$ cat config.mk
export PLATFORM = sky130hd
export DESIGN_NAME = flop_host_if
export DESIGN_NICKNAME = d
export VERILOG_FILES = /design/src/rtl/fhi_pkg.sv /design/src/rtl/fhi_decode.sv /design/src/rtl/fhi_ready.sv /design/src/rtl/fhi_result.sv /design/src/rtl/flop_host_if.sv
export SDC_FILE = /design/constraint.sdc
export NUM_CORES = 1
export LEC_CHECK = 0
export ABC_AREA = 0
export ABC_CLOCK_PERIOD_IN_PS = 3000
export BUFFER_PORTS_ARGS = -buffer_cell sky130_fd_sc_hd__buf_2
export CAP_MARGIN = 10
export CORE_ASPECT_RATIO = 1.4
export CORE_MARGIN = 2
export CORE_UTILIZATION = 35
export CTS_CLUSTER_DIAMETER = 30
export DETAILED_ROUTE_END_ITERATION = 7
export SLEW_MARGIN = 25
export SYNTH_ARGS = -nofsm -noshare
export SYNTH_HDL_FRONTEND = slang
export SYNTH_HIERARCHICAL = 1
export SYNTH_SLANG_ARGS = --single-unit
export TNS_END_PERCENT = 30
$ cat constraint.sdc
create_clock -name clk -period 3 [get_ports clk]
set_clock_uncertainty 0.1 [all_clocks]
set_input_delay 0.45 -clock clk [delete_from_list [all_inputs] [get_ports clk]]
set_output_delay 0.45 -clock clk [all_outputs]
set_load 0.05 [all_outputs]
$ cat src/rtl/fhi_pkg.sv
package fhi_pkg;

    localparam int NUM_DRIVES = 2;

    // Port offsets inside the eight-byte window
    localparam logic [2:0] OFS_STATUS = 3'd0;
    localparam logic [2:0] OFS_TYPE   = 3'd1;
    localparam logic [2:0] OFS_ADDRHI = 3'd2;
    localparam logic [2:0] OFS_RBYTE  = 3'd3;
    localparam logic [2:0] OFS_SRST   = 3'd7;

    typedef enum logic [1:0] {
        RT_ERROR  = 2'b00,
        RT_LINKED = 2'b01,
        RT_READY  = 2'b10,
        RT_RSVD   = 2'b11
    } rtype_e;

    typedef struct packed {
        logic rd_status;
        logic rd_type;
        logic rd_rbyte;
        logic wr_lo;
        logic wr_hi;
        logic wr_srst;
    } port_hit_t;

    // Result-byte layout for a ready-status report
    function automatic logic [7:0] ready_byte(input logic [NUM_DRIVES-1:0] rdy);
        logic [7:0] b;
        b = 8'h00;
        for (int i = 0; i < NUM_DRIVES; i++) b[6+i] = rdy[i];
        return b;
    endfunction

endpackage

$ cat src/rtl/fhi_decode.sv
module fhi_decode
    import fhi_pkg::*;
#(
    parameter int ADDR_W = 8,
    parameter logic [ADDR_W-1:0] BASE_ADDR = 'h88
) (
    input  logic [ADDR_W-1:0] io_addr,
    input  logic              io_rd,
    input  logic              io_wr,
    output port_hit_t         hit
);
    logic       in_win;
    logic [2:0] ofs;

    assign in_win = (io_addr[ADDR_W-1:3] == BASE_ADDR[ADDR_W-1:3]);
    assign ofs    = io_addr[2:0];

    always_comb begin
        hit           = '0;
        hit.rd_status = in_win && io_rd && (ofs == OFS_STATUS);
        hit.rd_type   = in_win && io_rd && (ofs == OFS_TYPE);
        hit.rd_rbyte  = in_win && io_rd && (ofs == OFS_RBYTE);
        hit.wr_lo     = in_win && io_wr && (ofs == OFS_TYPE);
        hit.wr_hi     = in_win && io_wr && (ofs == OFS_ADDRHI);
        hit.wr_srst   = in_win && io_wr && (ofs == OFS_SRST);
    end
endmodule

$ cat src/rtl/fhi_ready.sv
module fhi_ready
    import fhi_pkg::*;
(
    input  logic                  clk,
    input  logic                  rst,
    input  logic                  srst,
    input  logic [NUM_DRIVES-1:0] drv_present,
    output logic [NUM_DRIVES-1:0] rdy,
    output logic                  rdy_chg
);
    logic [NUM_DRIVES-1:0] diff;

    for (genvar g = 0; g < NUM_DRIVES; g++) begin : g_drv
        always_ff @(posedge clk) begin
            rdy[g] <= drv_present[g];
        end
        assign diff[g] = rdy[g] ^ drv_present[g];
    end

    always_ff @(posedge clk) begin
        if (rst || srst)  rdy_chg <= 1'b0;
        else if (|diff)   rdy_chg <= 1'b1;
    end

    // a drive change outside soft reset raises the flag
    a_r7_change_flags: assert property (@(posedge clk) disable iff (rst)
        ((rdy != drv_present) && !srst) |=> rdy_chg);
    // soft reset drops the flag and re-derives readiness
    a_r8_srst_ready: assert property (@(posedge clk) disable iff (rst)
        srst |=> (!rdy_chg && rdy == $past(drv_present)));
endmodule

$ cat src/rtl/fhi_result.sv
module fhi_result
    import fhi_pkg::*;
(
    input  logic       clk,
    input  logic       rst,
    input  logic       srst,
    input  logic       rd_type,
    input  logic       done_stb,
    input  logic [1:0] done_rtype,
    input  logic [7:0] done_rbyte,
    input  logic       done_irq_off,
    output logic       intff,
    output rtype_e     rtype,
    output logic [7:0] err_byte,
    output logic       irq
);
    logic irq_en;

    // Priority: reset, soft reset, done report, type read
    always_ff @(posedge clk) begin
        if (rst || srst) begin
            intff    <= 1'b0;
            rtype    <= RT_ERROR;
            err_byte <= 8'h00;
            irq_en   <= 1'b0;
        end else if (done_stb) begin
            intff    <= 1'b1;
            rtype    <= rtype_e'(done_rtype);
            err_byte <= done_rbyte;
            irq_en   <= !done_irq_off;
        end else if (rd_type) begin
            intff    <= 1'b0;
            rtype    <= RT_ERROR;
        end
    end

    assign irq = intff && irq_en;

    a_r4_done_sets: assert property (@(posedge clk) disable iff (rst)
        (done_stb && !srst) |=> (intff && rtype == $past(done_rtype)
                                 && err_byte == $past(done_rbyte)));
    a_r5_type_read_clears: assert property (@(posedge clk) disable iff (rst)
        (rd_type && !done_stb && !srst) |=> (!intff && rtype == RT_ERROR));
    a_r8_srst_clears: assert property (@(posedge clk) disable iff (rst)
        srst |=> (!intff && rtype == RT_ERROR && err_byte == 8'h00));
    a_r9_irq_needs_ff: assert property (@(posedge clk) disable iff (rst)
        irq |-> intff);
endmodule

$ cat src/rtl/flop_host_if.sv
module flop_host_if
    import fhi_pkg::*;
#(
    parameter logic [7:0] BASE_ADDR = 8'h88
) (
    input  logic        clk,
    input  logic        rst,
    input  logic [7:0]  io_addr,
    input  logic        io_rd,
    input  logic        io_wr,
    input  logic [7:0]  io_wdata,
    output logic [7:0]  io_rdata,
    input  logic [1:0]  drv_present,
    input  logic        seq_busy,
    output logic        start_pulse,
    output logic [15:0] start_addr,
    input  logic        done_stb,
    input  logic [1:0]  done_rtype,
    input  logic [7:0]  done_rbyte,
    input  logic        done_irq_off,
    output logic        irq
);
    port_hit_t             hit;
    logic [NUM_DRIVES-1:0] rdy;
    logic                  rdy_chg;
    logic                  intff;
    rtype_e                rtype;
    logic [7:0]            err_byte;
    logic [7:0]            addr_lo, addr_hi;
    logic [7:0]            status;

    fhi_decode #(.ADDR_W(8), .BASE_ADDR(BASE_ADDR)) u_dec (
        .io_addr(io_addr), .io_rd(io_rd), .io_wr(io_wr), .hit(hit)
    );

    fhi_ready u_rdy (
        .clk(clk), .rst(rst), .srst(hit.wr_srst),
        .drv_present(drv_present), .rdy(rdy), .rdy_chg(rdy_chg)
    );

    fhi_result u_res (
        .clk(clk), .rst(rst), .srst(hit.wr_srst), .rd_type(hit.rd_type),
        .done_stb(done_stb), .done_rtype(done_rtype), .done_rbyte(done_rbyte),
        .done_irq_off(done_irq_off), .intff(intff), .rtype(rtype),
        .err_byte(err_byte), .irq(irq)
    );

    // Parameter-block address latch and start generation
    always_ff @(posedge clk) begin
        if (rst) begin
            addr_lo     <= 8'h00;
            addr_hi     <= 8'h00;
            start_pulse <= 1'b0;
        end else begin
            start_pulse <= 1'b0;
            if (hit.wr_lo) addr_lo <= io_wdata;
            if (hit.wr_hi && !seq_busy) begin
                addr_hi     <= io_wdata;
                start_pulse <= 1'b1;
            end
        end
    end

    assign start_addr = {addr_hi, addr_lo};

    always_comb begin
        status = 8'h08;
        status[2] = intff;
        for (int i = 0; i < NUM_DRIVES; i++) status[i] = rdy[i];
    end

    always_comb begin
        io_rdata = 8'h00;
        if (hit.rd_status)
            io_rdata = status;
        else if (hit.rd_type)
            io_rdata = {6'b0, rtype};
        else if (hit.rd_rbyte)
            io_rdata = (rtype == RT_READY && rdy_chg) ? ready_byte(rdy) : err_byte;
    end

    a_r2_start_cause: assert property (@(posedge clk) disable iff (rst)
        start_pulse |-> $past(io_wr && io_addr == BASE_ADDR + 8'd2 && !seq_busy));
    a_r2_start_single: assert property (@(posedge clk) disable iff (rst)
        start_pulse |=> !start_pulse);
    a_r3_busy_blocks: assert property (@(posedge clk) disable iff (rst)
        (io_wr && io_addr == BASE_ADDR + 8'd2 && seq_busy) |=>
            (!start_pulse && $stable(start_addr)));
    a_r10_idle_reads_zero: assert property (@(posedge clk) disable iff (rst)
        !io_rd |-> io_rdata == 8'h00);
endmodule

==> results of run 1 <==
-- logic make-up after synthesis --
family                    after synthesis  share of synthesized area [%]
buffers and inverters                  11                          4.795
DFF                                    32                          45.47
and+or+nand+nor                        69                          26.73
muxes                                  19                          13.50
AOI/OAI and AO/OA                      17                          8.260
xor gates and xnor gates                2                          1.244
-- critical path, delay by kind of cell --
family                 cells  cell delay, ns
AO/OA/AOI/OAI              1            0.16
buffers and inverters      2            0.34
AND/OR/NAND/NOR            4            1.04
-- final cells by class --
class	count	area (um2)
Clock inverter	1	7.507
Timing Repair Buffer	63	322.8
Inverter	1	3.754
Fill cell	364	2069
Tap cell	43	53.80
Clock buffer	7	86.33
Multi-Input combinational cell	107	700.7
Sequential cell	32	640.6
-- cell usage after synthesis, drive strengths merged --
| cell type | n |
|---|---|
| or3b | 4 |
| and2 | 3 |
| mux2i | 19 |
| inv | 1 |
| nor2 | 21 |
| nand2b | 3 |
| dfxtp | 32 |
| nand2 | 20 |
| buf | 9 |
| a21oi | 11 |
| or2 | 2 |
| a31o | 1 |
| o31a | 1 |
| nor3 | 7 |
| nor3b | 1 |
| nand3 | 1 |
| a221oi | 1 |
| xor2 | 2 |
| a22o | 1 |
| nor4 | 1 |
| nor2b | 2 |
| nand4b | 2 |
| or3 | 1 |
| clkbuf | 1 |
| a221o | 1 |
| nand3b | 1 |
| a211oi | 1 |
-- layer usage --
layer	vias to the layer above	track usage (%)	part of all wire, %
li1	624	-	-
met1	520	15.49	43
met2	52	22.95	47
met3	3	5.212	9.0
met4	0	4.186	1.1
met5	-	0	0
-- layout by cell type, fill, tap and decap left out, types with 2 or more instances in the layout --
cell       n
buf_4      3
xor2_1     2
a21oi_1    9
nor3_1     7
nand4b_1   2
nor2_1    21
nor2b_1    2
dfxtp_1   32
mux2i_1   19
buf_2     60
or3b_1     4
a21oi_2    2
and2_2     2
clkbuf_8   6
nand2_1   20
nand2b_1   2
-- worst max-delay path by stage --
stage	slack, ns	to	from	cells past startpoint
after floorplan	0.09	io_rdata[6]	io_addr[6]	5
after global placement	0.46	io_rdata[1]	io_addr[6]	7
after detailed placement	0.45	io_rdata[1]	io_addr[6]	7
after CTS	0.44	io_rdata[1]	io_addr[6]	7
after global routing	0.31	io_rdata[5]	io_addr[6]	7
final	0.45	io_rdata[1]	io_addr[6]	7
-- state kept, by name (all words and copies together) (netlist names) --
register and count:
u_res/rtype 2, u_res/err_byte 8, addr_hi 8, u_res/intff 1
u_rdy/rdy 2, u_res/irq_en 1, start_pulse 1, u_rdy/rdy_chg 1
addr_lo 8
-- power groups by stage --
stage | combinational (uW) | sequential (uW) | clock [uW]
finish | 69.1 | 446 | 340
global route | 77.8 | 447 | 370
CTS | 70.7 | 446 | 353
detailed placement | 70.5 | 456 | 0
global placement | 69.4 | 456 | 0
floorplan | 40.9 | 454 | 0
-- per-stage QoR --
stage,hold WS [ns],worst slack [ns]
2_1_floorplan,0.3514,0.09355
5_1_grt,0.1828,0.3103
6_report,0.1932,0.4518
3_5_place_dp,0.3484,0.4472
4_1_cts,0.1813,0.4365
3_3_place_gp,0.3396,0.4604
==> flow_metrics.tcl, run 1 <==
set metrics [dict create \
    internal-power_uw 657.9 \
    hold_path_class "input port to register" \
    clock-root-buffer "clkbuf_8" \
    dp_cells 246 \
    worstPathMaxFanout 6 \
    cts_hold_buffers 0 \
    io_buffers 60 \
    total_power_uw 855.1 \
    cts_max_level 2 \
    dpl_cell_area_um2 1722 \
    ctsResizeCount 0 \
    clk_path_buf_depth 2 \
    irDropWorstVdd_v 0.0003723 \
    crit_arrival_ns 2.00 \
    seqPwrFrac_pct 52.1 \
    slew_headroom_pct 64.58 \
    die_x_um 57.62 \
    nNetsFinal 245 \
    fin_cells 254 \
    drive_gt1_share_pct 38.39 \
    grt_pass1_vias 1151 \
    fin_crit_ns 2.548 \
    routed_wirelength_um 2979 \
    hold_violations 0 \
    cellPowerDensity_nw_per_um2 471.0 \
    dr_total_vias 1199 \
    start_util_pct 36.26 \
    fp.dieH_um 79.07 \
    slowest_stage "nor4_2" \
    grt-ovfl-total 0 \
    cts_tree "done" \
    hold-path-endpoint "u_rdy/rdy[0]" \
    finalSetupTns_ns 0 \
    antenna_found_initial 0 \
    p_switching_uw 197.2 \
    placementRows 27 \
    reg2reg_to "u_res/rtype[1]" \
    cpMostUsedCell "buf_2" \
    rrSetupSlack_ns 1.94 \
    reg2reg_depth 2 \
    startpoint_type "input port" \
    r2r-start "u_res/rtype[1]" \
    grt_start_max_net_pins 20 \
    swShare_pct 23.06 \
    clock-sinks 32 \
    finalCritPeriodShare_pct 84.94 \
    clkLatencyLatePin_ns 0.28 \
    p_clk_share_pct 39.8 \
    antenna-diode-count 0 \
    ys.warnings.count 6 \
    cp_cell_sequence "buf_2 -> or2_1 -> nor4_2 -> nand2b_4 -> nor3b_4 -> a221o_1 -> buf_2" \
    ys_types 33 \
    drv_cap 0 \
    ys_seq_elements 32 \
    dieArea_um2 4556 \
    grt_pass1_wl_um 4912 \
    fin_area_um2 1815 \
    yosys.area.top_type "dfxtp_1" \
    grt.total_usage_pct 13.55 \
    syn_area_per_cell_um2 9.392 \
    syn_inst 150 \
    outcome "complete, no violations" \
    first_pass_iters 4 \
    hold_path_startpoint "drv_present[0]" \
    gp_congestion 0.7720 \
    crit_path_max_incr_delay_ns 0.41 \
    numCtsBuffers 5 \
    synth_top_area_share_pct 45.47 \
    setup_viol 0 \
    detail-route-antenna-nets 0 \
    post_drt_wl_per_cell_um 11.73 \
    drtIter0Drc 45 \
    synth_area_leaders "dfxtp_1 45%, mux2i_1 13%, nor2_1 5.6%" \
    cellLeakagePower_uw 0.0008433 \
    yosysSeqAreaShare_pct 45.47 \
    area_growth_pct 28.86 \
    drcViolationCount 0 \
    syn-cell-area_um2 1409 \
    pwr-share-comb_pct 8.1 \
    clock.fmax_mhz 392.4 \
    dp_hpwl_um 2331 \
    syn_nets 185 \
    fin_util_pct 46.73 \
    post_cts_buffers 0 \
    slew_viol_final 0 \
    avgViaCountPerCell 4.720 \
    worstSetupEndpointType "output port" \
    path_class "input port to output port" \
    top_level_ports 61 \
    hold_path_depth 1 \
    rsz0062_at_grt "false" \
    worst_slew_pin_slew_ns 0.5302 \
    clk_pin_slew_ns 0.06 \
    required_ns 2.45 \
    fp.coreArea_um2 3885 \
]
Note: power is estimated with default switching activity, not from simulation.
==> run 2: changes to the inputs <==
- ABC_CLOCK_PERIOD_IN_PS: 3000 -> 2400
- clock period: 3 -> 2.4 ns (I/O delays scaled with it)
==> run 2 against run 1 <==
Register-to-register slack worse by 0.61 ns. Final cell count is 0.79% higher. First-iteration DRC count increased by 8.9%. Flip-flop and latch count unchanged. Non-clock buffer count rose by 3. Utilization rose by 0.77 points. Critical endpoint unchanged.
==> flow_metrics.tcl, run 2 (synthesized netlist as in run 1, its figures left out) <==
set metrics [dict create \
    drtIter0Drc 49 \
    worstPathMaxFanout 9 \
    area_growth_pct 30.99 \
    cts_tree "done" \
    grt-ovfl-total 0 \
    die_x_um 57.62 \
    dp_hpwl_um 2362 \
    crit_arrival_ns 1.85 \
    clk_pin_slew_ns 0.06 \
    path_class "input port to output port" \
    hold_ws_ns 0.1143 \
    fin_cells 256 \
    biggestRegsByFlops "addr_hi (8), addr_lo (8), u_res/err_byte (8)" \
    cellLeakagePower_uw 0.0008570 \
    cellPowerDensity_nw_per_um2 552.7 \
    outcome "complete, no violations" \
    cts_hold_buffers 0 \
    clock-sinks 32 \
    start_util_pct 36.26 \
    reg2reg_depth 2 \
    grt_start_max_net_pins 20 \
    fin_util_pct 47.50 \
    cts_max_level 2 \
    rsz0062_at_grt "true" \
    fillers 402 \
    slew_viol_final 0 \
    grt.total_usage_pct 14.97 \
    post_cts_buffers 0 \
    detail-route-antenna-nets 0 \
    placementRows 27 \
    fin_area_um2 1846 \
    total_power_uw 1020 \
    hold_violations 0 \
    dieArea_um2 4556 \
    dp_cells 249 \
    nNetsFinal 248 \
    final_cell_mix "56 x buf_2, 32 x dfxtp_1, 21 x nor2_1" \
    reg2reg_to "u_res/rtype[1]" \
    ctsResizeCount 0 \
    rrSetupSlack_ns 1.33 \
    top_level_ports 61 \
    clock.fmax_mhz 432.5 \
    setup_viol 0 \
    clock-root-buffer "clkbuf_8" \
    finalCritPeriodShare_pct 96.34 \
    hold_path_startpoint "drv_present[1]" \
    io_buffers 60 \
    hold_path_class "input port to register" \
    avgViaCountPerCell 4.758 \
    first_pass_iters 4 \
    grt_pass1_wl_um 5430 \
    dr_total_vias 1218 \
    fin_crit_ns 2.312 \
    fp.dieH_um 79.07 \
    routed_wirelength_um 3016 \
    hold_path_depth 1 \
    antenna-diode-count 0 \
    worst_slew_pin_slew_ns 0.3754 \
    numCtsBuffers 5 \
    hold-path-endpoint "u_rdy/rdy[1]" \
    drive_gt1_share_pct 39.44 \
    worstSetupEndpointType "output port" \
    r2r-start "u_res/rtype[1]" \
    dpl_cell_area_um2 1744 \
    antenna_found_initial 0 \
    irDropWorstVdd_v 0.0003700 \
    slew_headroom_pct 74.97 \
    gp_congestion 0.8137 \
    clkLatencyLatePin_ns 0.27 \
    fp.coreArea_um2 3885 \
    drcViolationCount 0 \
    post_drt_wl_per_cell_um 11.78 \
    grt_pass1_vias 1287 \
    startpoint_type "input port" \
    drv_cap 0 \
    final_common_cell "buf_2" \
    required_ns 1.94 \
    clk_path_buf_depth 2 \
]
==> run 2: layout make-up <==
cell class	instances	area, um2	area share (%)
multi-input cells	107	714.4	38.71
flip-flops and latches	32	640.6	34.71
repair buffers	66	355.3	19.25
clock buffers	6	72.57	3.932
well taps	43	53.80	2.915
clock inverters	1	5.005	0.2712
inverters	1	3.754	0.2034
==> run 2: per-stage QoR <==
| step | worst slack, ns | TNS (ns) |
|---|---|---|
| floorplan | -0.3265 | -0.7629 |
| global placement | 0.05918 | 0 |
| detailed placement | 0.03577 | 0 |
| CTS | 0.03236 | 0 |
| global route | -0.02416 | -0.02416 |
| finish | 0.08787 | 0 |
==> run 2: how the worst max path moves through the flow <==
| stage | end | slack (ns) | from | cells past startpoint |
|---|---|---|---|---|
| 5_1_grt | io_rdata[1] | -0.02 | io_addr[6] | 7 |
| 4_1_cts | io_rdata[0] | 0.03 | io_addr[2] | 8 |
| 3_3_place_gp | io_rdata[0] | 0.06 | io_addr[2] | 8 |
| 3_5_place_dp | io_rdata[0] | 0.04 | io_addr[2] | 8 |
| 6_report | io_rdata[1] | 0.09 | io_addr[1] | 8 |
| 2_1_floorplan | io_rdata[6] | -0.33 | io_addr[6] | 5 |
==> run 2: critical path, stage by stage <==
cell,delay [ns]
buf_2,0.10
buf_4,0.13
or3_1,0.36
nor3_1,0.14
buf_4,0.21
nor3b_4,0.06
a221o_1,0.28
buf_2,0.21
==> run 2: where the power goes <==
part / switching, uW / total [uW] / internal [uW] / leakage [uW]
sequential: 10.8 / 558 / 547 / 0.000261
clock: 175 / 372 / 197 / 0.0000410
combinational: 45.2 / 90.1 / 44.9 / 0.000555
==> run 2: routing by layer <==
metal / track usage [%] / routed length (um) / part of all wire (%)
met1: 16.97 / 1228 / 41
met2: 26.48 / 1542 / 51
met3: 5.212 / 244 / 8.1
met4: 3.488 / 0 / 0
met5: 0 / 0 / 0
